**src/rtl/irq_regs_pkg.sv**
```systemverilog
package irq_regs_pkg;
  localparam int unsigned WADDR_W      = 10;
  localparam int unsigned FIRST_SHARED = 32;
  localparam logic [WADDR_W-1:0] TYPE_WADDR   = 10'h001;
  localparam logic [WADDR_W-1:0] IMPL_WADDR   = 10'h002;
  localparam logic [WADDR_W-1:0] PERIPH_WADDR = 10'h3FA;
  localparam logic [1:0] REGION_PRIO = 2'b01;
  localparam logic [1:0] REGION_TGT  = 2'b10;

  typedef enum logic [2:0] {
    SEL_NONE, SEL_TYPE, SEL_IMPL, SEL_PERIPH, SEL_PRIO, SEL_TGT
  } sel_e;

  function automatic logic [7:0] prio_mask(int unsigned bits);
    return 8'(8'hFF << (8 - bits));
  endfunction

  function automatic logic [7:0] cpu_mask(int unsigned cpus);
    return 8'((9'h1 << cpus) - 9'h1);
  endfunction
endpackage

```
**src/rtl/irq_reg_decode.sv**
```systemverilog
module irq_reg_decode
  import irq_regs_pkg::*;
#(
  parameter int unsigned NUM_IRQS = 64,
  localparam int unsigned SPI_WORDS = (NUM_IRQS - FIRST_SHARED) / 4,
  localparam int unsigned IDX_W = $clog2(SPI_WORDS)
) (
  input  logic [WADDR_W-1:0] waddr_i,
  output sel_e               sel_o,
  output logic [IDX_W-1:0]   idx_o
);
  localparam int unsigned WORDS_TOTAL = NUM_IRQS / 4;
  localparam logic [7:0]  FIRST_WORD  = 8'(FIRST_SHARED / 4);

  logic [1:0] region;
  logic [7:0] word;
  logic       in_range;

  assign region   = waddr_i[9:8];
  assign word     = waddr_i[7:0];
  assign in_range = (word >= FIRST_WORD) && (32'(word) < WORDS_TOTAL);
  assign idx_o    = IDX_W'(word - FIRST_WORD);

  always_comb begin
    sel_o = SEL_NONE;
    if (waddr_i == TYPE_WADDR)        sel_o = SEL_TYPE;
    else if (waddr_i == IMPL_WADDR)   sel_o = SEL_IMPL;
    else if (waddr_i == PERIPH_WADDR) sel_o = SEL_PERIPH;
    else if (in_range && region == REGION_PRIO) sel_o = SEL_PRIO;
    else if (in_range && region == REGION_TGT)  sel_o = SEL_TGT;
  end
endmodule

```
**src/rtl/irq_field_bank.sv**
```systemverilog
module irq_field_bank #(
  parameter int unsigned NUM_WORDS = 8,
  parameter logic [7:0]  LANE_MASK = 8'hFF,
  localparam int unsigned IDX_W = $clog2(NUM_WORDS)
) (
  input  logic             clk_i,
  input  logic             rst_ni,
  input  logic             we_i,
  input  logic [IDX_W-1:0] idx_i,
  input  logic [3:0]       be_i,
  input  logic [31:0]      wdata_i,
  output logic [31:0]      rdata_o
);
  logic [31:0] words_q [NUM_WORDS];

  for (genvar w = 0; w < NUM_WORDS; w++) begin : g_word
    for (genvar l = 0; l < 4; l++) begin : g_lane
      always_ff @(posedge clk_i or negedge rst_ni) begin
        if (!rst_ni)
          words_q[w][l*8 +: 8] <= 8'h00;
        else if (we_i && idx_i == IDX_W'(w) && be_i[l])
          words_q[w][l*8 +: 8] <= wdata_i[l*8 +: 8] & LANE_MASK;
      end
    end
  end

  assign rdata_o = words_q[idx_i];
endmodule

```
**src/rtl/irq_prio_target_regs.sv**
```systemverilog
module irq_prio_target_regs
  import irq_regs_pkg::*;
#(
  parameter int unsigned NUM_IRQS  = 64,
  parameter int unsigned NUM_CPUS  = 4,
  parameter int unsigned PRIO_BITS = 5,
  parameter logic [31:0] IMPL_ID   = 32'h0001_1A5E,
  parameter logic [31:0] PERIPH_ID = 32'h0000_002B
) (
  input  logic               clk_i,
  input  logic               rst_ni,
  input  logic               req_i,
  input  logic               we_i,
  input  logic [WADDR_W-1:0] waddr_i,
  input  logic [3:0]         be_i,
  input  logic [31:0]        wdata_i,
  output logic [31:0]        rdata_o
);
  localparam int unsigned SPI_WORDS = (NUM_IRQS - FIRST_SHARED) / 4;
  localparam int unsigned IDX_W     = $clog2(SPI_WORDS);
  localparam logic [7:0]  P_MASK    = prio_mask(PRIO_BITS);
  localparam logic [7:0]  T_MASK    = cpu_mask(NUM_CPUS);
  localparam logic [31:0] TYPE_VAL  = {24'h0, 3'(NUM_CPUS - 1), 5'(NUM_IRQS / 32 - 1)};

  sel_e             sel;
  logic [IDX_W-1:0] idx;
  logic [31:0]      prio_rd, tgt_rd, rd_mux, rdata_q;
  logic             prio_we, tgt_we;

  irq_reg_decode #(.NUM_IRQS(NUM_IRQS)) u_dec (
    .waddr_i(waddr_i), .sel_o(sel), .idx_o(idx)
  );

  assign prio_we = req_i && we_i && sel == SEL_PRIO;
  assign tgt_we  = req_i && we_i && sel == SEL_TGT;

  irq_field_bank #(.NUM_WORDS(SPI_WORDS), .LANE_MASK(P_MASK)) u_prio (
    .clk_i(clk_i), .rst_ni(rst_ni), .we_i(prio_we), .idx_i(idx),
    .be_i(be_i), .wdata_i(wdata_i), .rdata_o(prio_rd)
  );

  irq_field_bank #(.NUM_WORDS(SPI_WORDS), .LANE_MASK(T_MASK)) u_tgt (
    .clk_i(clk_i), .rst_ni(rst_ni), .we_i(tgt_we), .idx_i(idx),
    .be_i(be_i), .wdata_i(wdata_i), .rdata_o(tgt_rd)
  );

  always_comb begin
    unique case (sel)
      SEL_TYPE:   rd_mux = TYPE_VAL;
      SEL_IMPL:   rd_mux = IMPL_ID;
      SEL_PERIPH: rd_mux = PERIPH_ID;
      SEL_PRIO:   rd_mux = prio_rd;
      SEL_TGT:    rd_mux = tgt_rd;
      default:    rd_mux = 32'h0;
    endcase
  end

  always_ff @(posedge clk_i or negedge rst_ni) begin
    if (!rst_ni)               rdata_q <= 32'h0;
    else if (req_i && !we_i)   rdata_q <= rd_mux;
  end

  assign rdata_o = rdata_q;
endmodule

```
**config.mk**
```make
export PLATFORM = sky130hd
export DESIGN_NAME = irq_prio_target_regs
export DESIGN_NICKNAME = d
export VERILOG_FILES = /design/src/rtl/irq_regs_pkg.sv /design/src/rtl/irq_reg_decode.sv /design/src/rtl/irq_field_bank.sv /design/src/rtl/irq_prio_target_regs.sv
export SDC_FILE = /design/constraint.sdc
export NUM_CORES = 1
export LEC_CHECK = 0
export CAP_MARGIN = 20
export CORE_MARGIN = 4
export CORE_UTILIZATION = 60
export CTS_BUF_LIST = sky130_fd_sc_hd__clkbuf_2 sky130_fd_sc_hd__clkbuf_4 sky130_fd_sc_hd__clkbuf_8
export CTS_CLUSTER_DIAMETER = 30
export DETAILED_ROUTE_END_ITERATION = 10
export DONT_BUFFER_PORTS = 1
export PLACE_DENSITY_LB_ADDON = 0.15
export SYNTH_ARGS = -nofsm -noshare
export SYNTH_HDL_FRONTEND = slang
export SYNTH_SLANG_ARGS = --single-unit
export TNS_END_PERCENT = 30
```
**constraint.sdc**
```tcl
create_clock -name clk_i -period 3.5 [get_ports clk_i]
set_clock_uncertainty 0.05 [all_clocks]
set_input_delay 0.875 -clock clk_i [delete_from_list [all_inputs] [get_ports clk_i]]
set_output_delay 0.875 -clock clk_i [all_outputs]
set_load 0.02 [all_outputs]
```
==> results.py <==
metrics = {
    "die": {
        "die-area_sq_um": 26690,
        "core_area_sq_um": 23610,
        "io-pin-count": 82,
        "num_rows": 56,
        "fp.dieW_microns": 163.4,
        "initial_core_util": 0.6134,
        "chipHeight_microns": 163.4,
    },
    "pwr": {
        "p_per_area_nw_per_um2": 483.2,
        "ir_drop_v": 0.0004117,
        "cellLeakagePower_nw": 7.872,
        "design_power_total_mw": 7.849,
    },
    "final_layout": {
        "post-route-util": 0.6879,
        "fin_nets": 1055,
        "drive_gt1_frac": 0.4919,
        "final_cell_count_no_fill": 1374,
        "diodes": 0,
        "final_common_cell": "dfrtp_1",
        "fin_area_sq_um": 16240,
        "area_growth_pct": 12.15,
        "mostFrequentLayoutCells": "dfrtp_1 (320), mux2_2 (296), nand2_1 (84)",
    },
    "sta": {
        "hold_violations": 18,
        "fin_crit_sh": 0.7790,
        "tns_ns": 0,
        "setup_viol": 0,
        "max_slew_margin": 0.4324,
        "worst_pin_slew_ns": 0.8514,
        "worst_hold_slack_ns": -0.04758,
        "final.setup.worst_slack_ns": 0.7736,
        "drv_slew": 0,
        "rsz0062_at_grt": "false",
        "fmax_mhz": 366.8,
        "min_period_ns": 2.726,
    },
    "setup_path": {
        "crit_path_start_kind": "input pin",
        "worstPathRequired_ns": 3.89,
        "reg2reg_from": "u_prio.words_q[44]",
        "crit_type": "input pin to flop",
        "timing.rr.end": "rdata_o[12]",
        "worstSetupEndpointType": "flop",
        "crit_fanout": 7,
        "worstPathArrival_ns": 3.12,
        "ff2ff_path_depth": 4,
        "reg2reg_setup_slack_ns": 1.74,
    },
    "run_status": {
        "run_status": "finished with violations",
        "violations": "negative hold slack",
    },
    "logic_synthesis": {
        "yosys_warnings": 0,
        "synthCells": 961,
        "synth_fp_nets": 1011,
        "synth_largest_area_cell": "dfrtp_1",
        "syn_area_sq_um": 14480,
        "ys_seq_area_frac": 0.5529,
        "synth_edf_count": 0,
        "syn_avg_cell_area_sq_um": 15.07,
        "async_flop_share": 1.000,
        "yosys_register_bits": 320,
        "synth_cell_type_count": 42,
        "ys.flop_type": "dfrtp_1",
        "synth.top_cell.area_share": 0.5529,
        "yosys-top-cells-area": "dfrtp_1 (55%), mux2_2 (23%), mux4_2 (11%), nand2_1 (2.2%), mux2i_1 (1.7%)",
    },
    "placement": {
        "dpl_worst_slack_ns": 0.2339,
        "portBuffers": 0,
        "place_inst": 1253,
        "gp_congestion": 0.8818,
        "dp_hpwl_microns": 21540,
        "placed_cell_area_sq_um": 14830,
    },
    "cts": {
        "clkLatencyLatePin_ns": 0.57,
        "clkSinkCount": 320,
        "clockBufferDepth": 3,
        "cts_buffers": 69,
        "cts.repair.resized": 0,
        "cts_tree": "yes",
        "clk_pin_slew_worst_paths_ns": 0.05,
        "root_buffer": "clkbuf_8",
        "htree_levels": 3,
    },
    "drt": {
        "viasPerCell": 6.195,
        "routedWlPerCell_microns": 24.17,
        "antenna_left": 0,
        "first_pass_iters": 5,
        "drt_wl_total_microns": 33210,
        "drtIter0Drc": 563,
        "dr_total_vias": 8512,
        "drc": 0,
    },
    "global_routing": {
        "track_usage": 0.2638,
        "grt_antenna_before_repair": 0,
        "grt_pass1_wl_microns": 53900,
        "overflow": 0,
        "grt_start_max_net_pins": 321,
        "first_global_vias": 9720,
    },
    "run": {
        "maxCapViolCount": 0,
    },
    "worst_hold_path": {
        "hold_class": "input pin to asynchronous set/reset pin",
    },
}
cells by family (layout without fill, tap and decap cells):
group                  count (synthesis)  in the layout  share of synthesized area
AO/OA/AOI/OAI                         51             51                    0.02255
XOR/XNOR                               1              1                  0.0006048
buffers and inverters                 44            138                    0.01235
flip-flops                           320            320                     0.5529
multiplexers                         393            393                     0.3594
AND/OR/NAND/NOR                      152            152                    0.05226
how the worst max path moves through the flow:
stage	startpoint	endpoint	cells past startpoint
final	waddr_i[7]	u_tgt.words_q[81]	5
after global routing	waddr_i[7]	u_prio.words_q[150]	6
after CTS	waddr_i[7]	u_tgt.words_q[83]	5
after detailed placement	waddr_i[7]	u_tgt.words_q[81]	5
after global placement	waddr_i[7]	u_tgt.words_q[19]	5
after floorplan	waddr_i[7]	u_tgt.words_q[128]	6
sequential cells by signal, summed over array words and instances (netlist names):
register,cells
u_tgt.words_q,128
u_prio.words_q,160
rdata_o,32
worst max-delay path: stages:
cell and delay, ns:
or4_4 0.56, or3_1 0.53, nor3_2 0.49, nand2_1 0.31, mux2_2 0.34
cells in the mapped netlist, drive strengths merged, types with 2 or more instances:
| cell type | n |
|---|---|
| a21o | 2 |
| a21oi | 6 |
| a22o | 7 |
| and2 | 2 |
| and3 | 3 |
| and3b | 2 |
| buf | 18 |
| clkbuf | 26 |
| dfrtp | 320 |
| mux2 | 296 |
| mux2i | 25 |
| mux4 | 72 |
| nand2 | 84 |
| nand3 | 17 |
| nand3b | 2 |
| nand4 | 3 |
| nor2 | 15 |
| nor3 | 6 |
| nor3b | 3 |
| nor4 | 4 |
| o211ai | 2 |
| o21ai | 26 |
| o22ai | 2 |
| or2 | 2 |
| or3 | 2 |
| or4 | 2 |
where the power goes:
group | internal, mW | total [mW] | leakage (nW) | switching (mW)
Sequential | 3.72 | 3.73 | 4.47 | 0.00775
Combinational | 0.0672 | 0.0991 | 2.67 | 0.0319
Clock | 2.37 | 4.02 | 0.728 | 1.65
timing repair:
action                                 CTS  global route
endpoints found under the hold margin  320           304
setup endpoints to repair                0             0
buffers inserted                         0             0
routing by layer:
| metal | track usage | part of all wire |
|---|---|---|
| met2 | 0.4411 | 0.50 |
| met1 | 0.3426 | 0.40 |
| met3 | 0.06207 | 0.062 |
| met4 | 0.09302 | 0.030 |
| met5 | 0 | 0 |
area by class of cell:
cell class	instances	area, sq um
fillers	1665	7370
clock inverters	27	215.2
repair buffers	17	127.6
well taps	319	399.1
clock buffers	94	1194
flip-flops and latches	320	8008
multi-input cells	597	6300
Power figures use the tool's default switching activity.
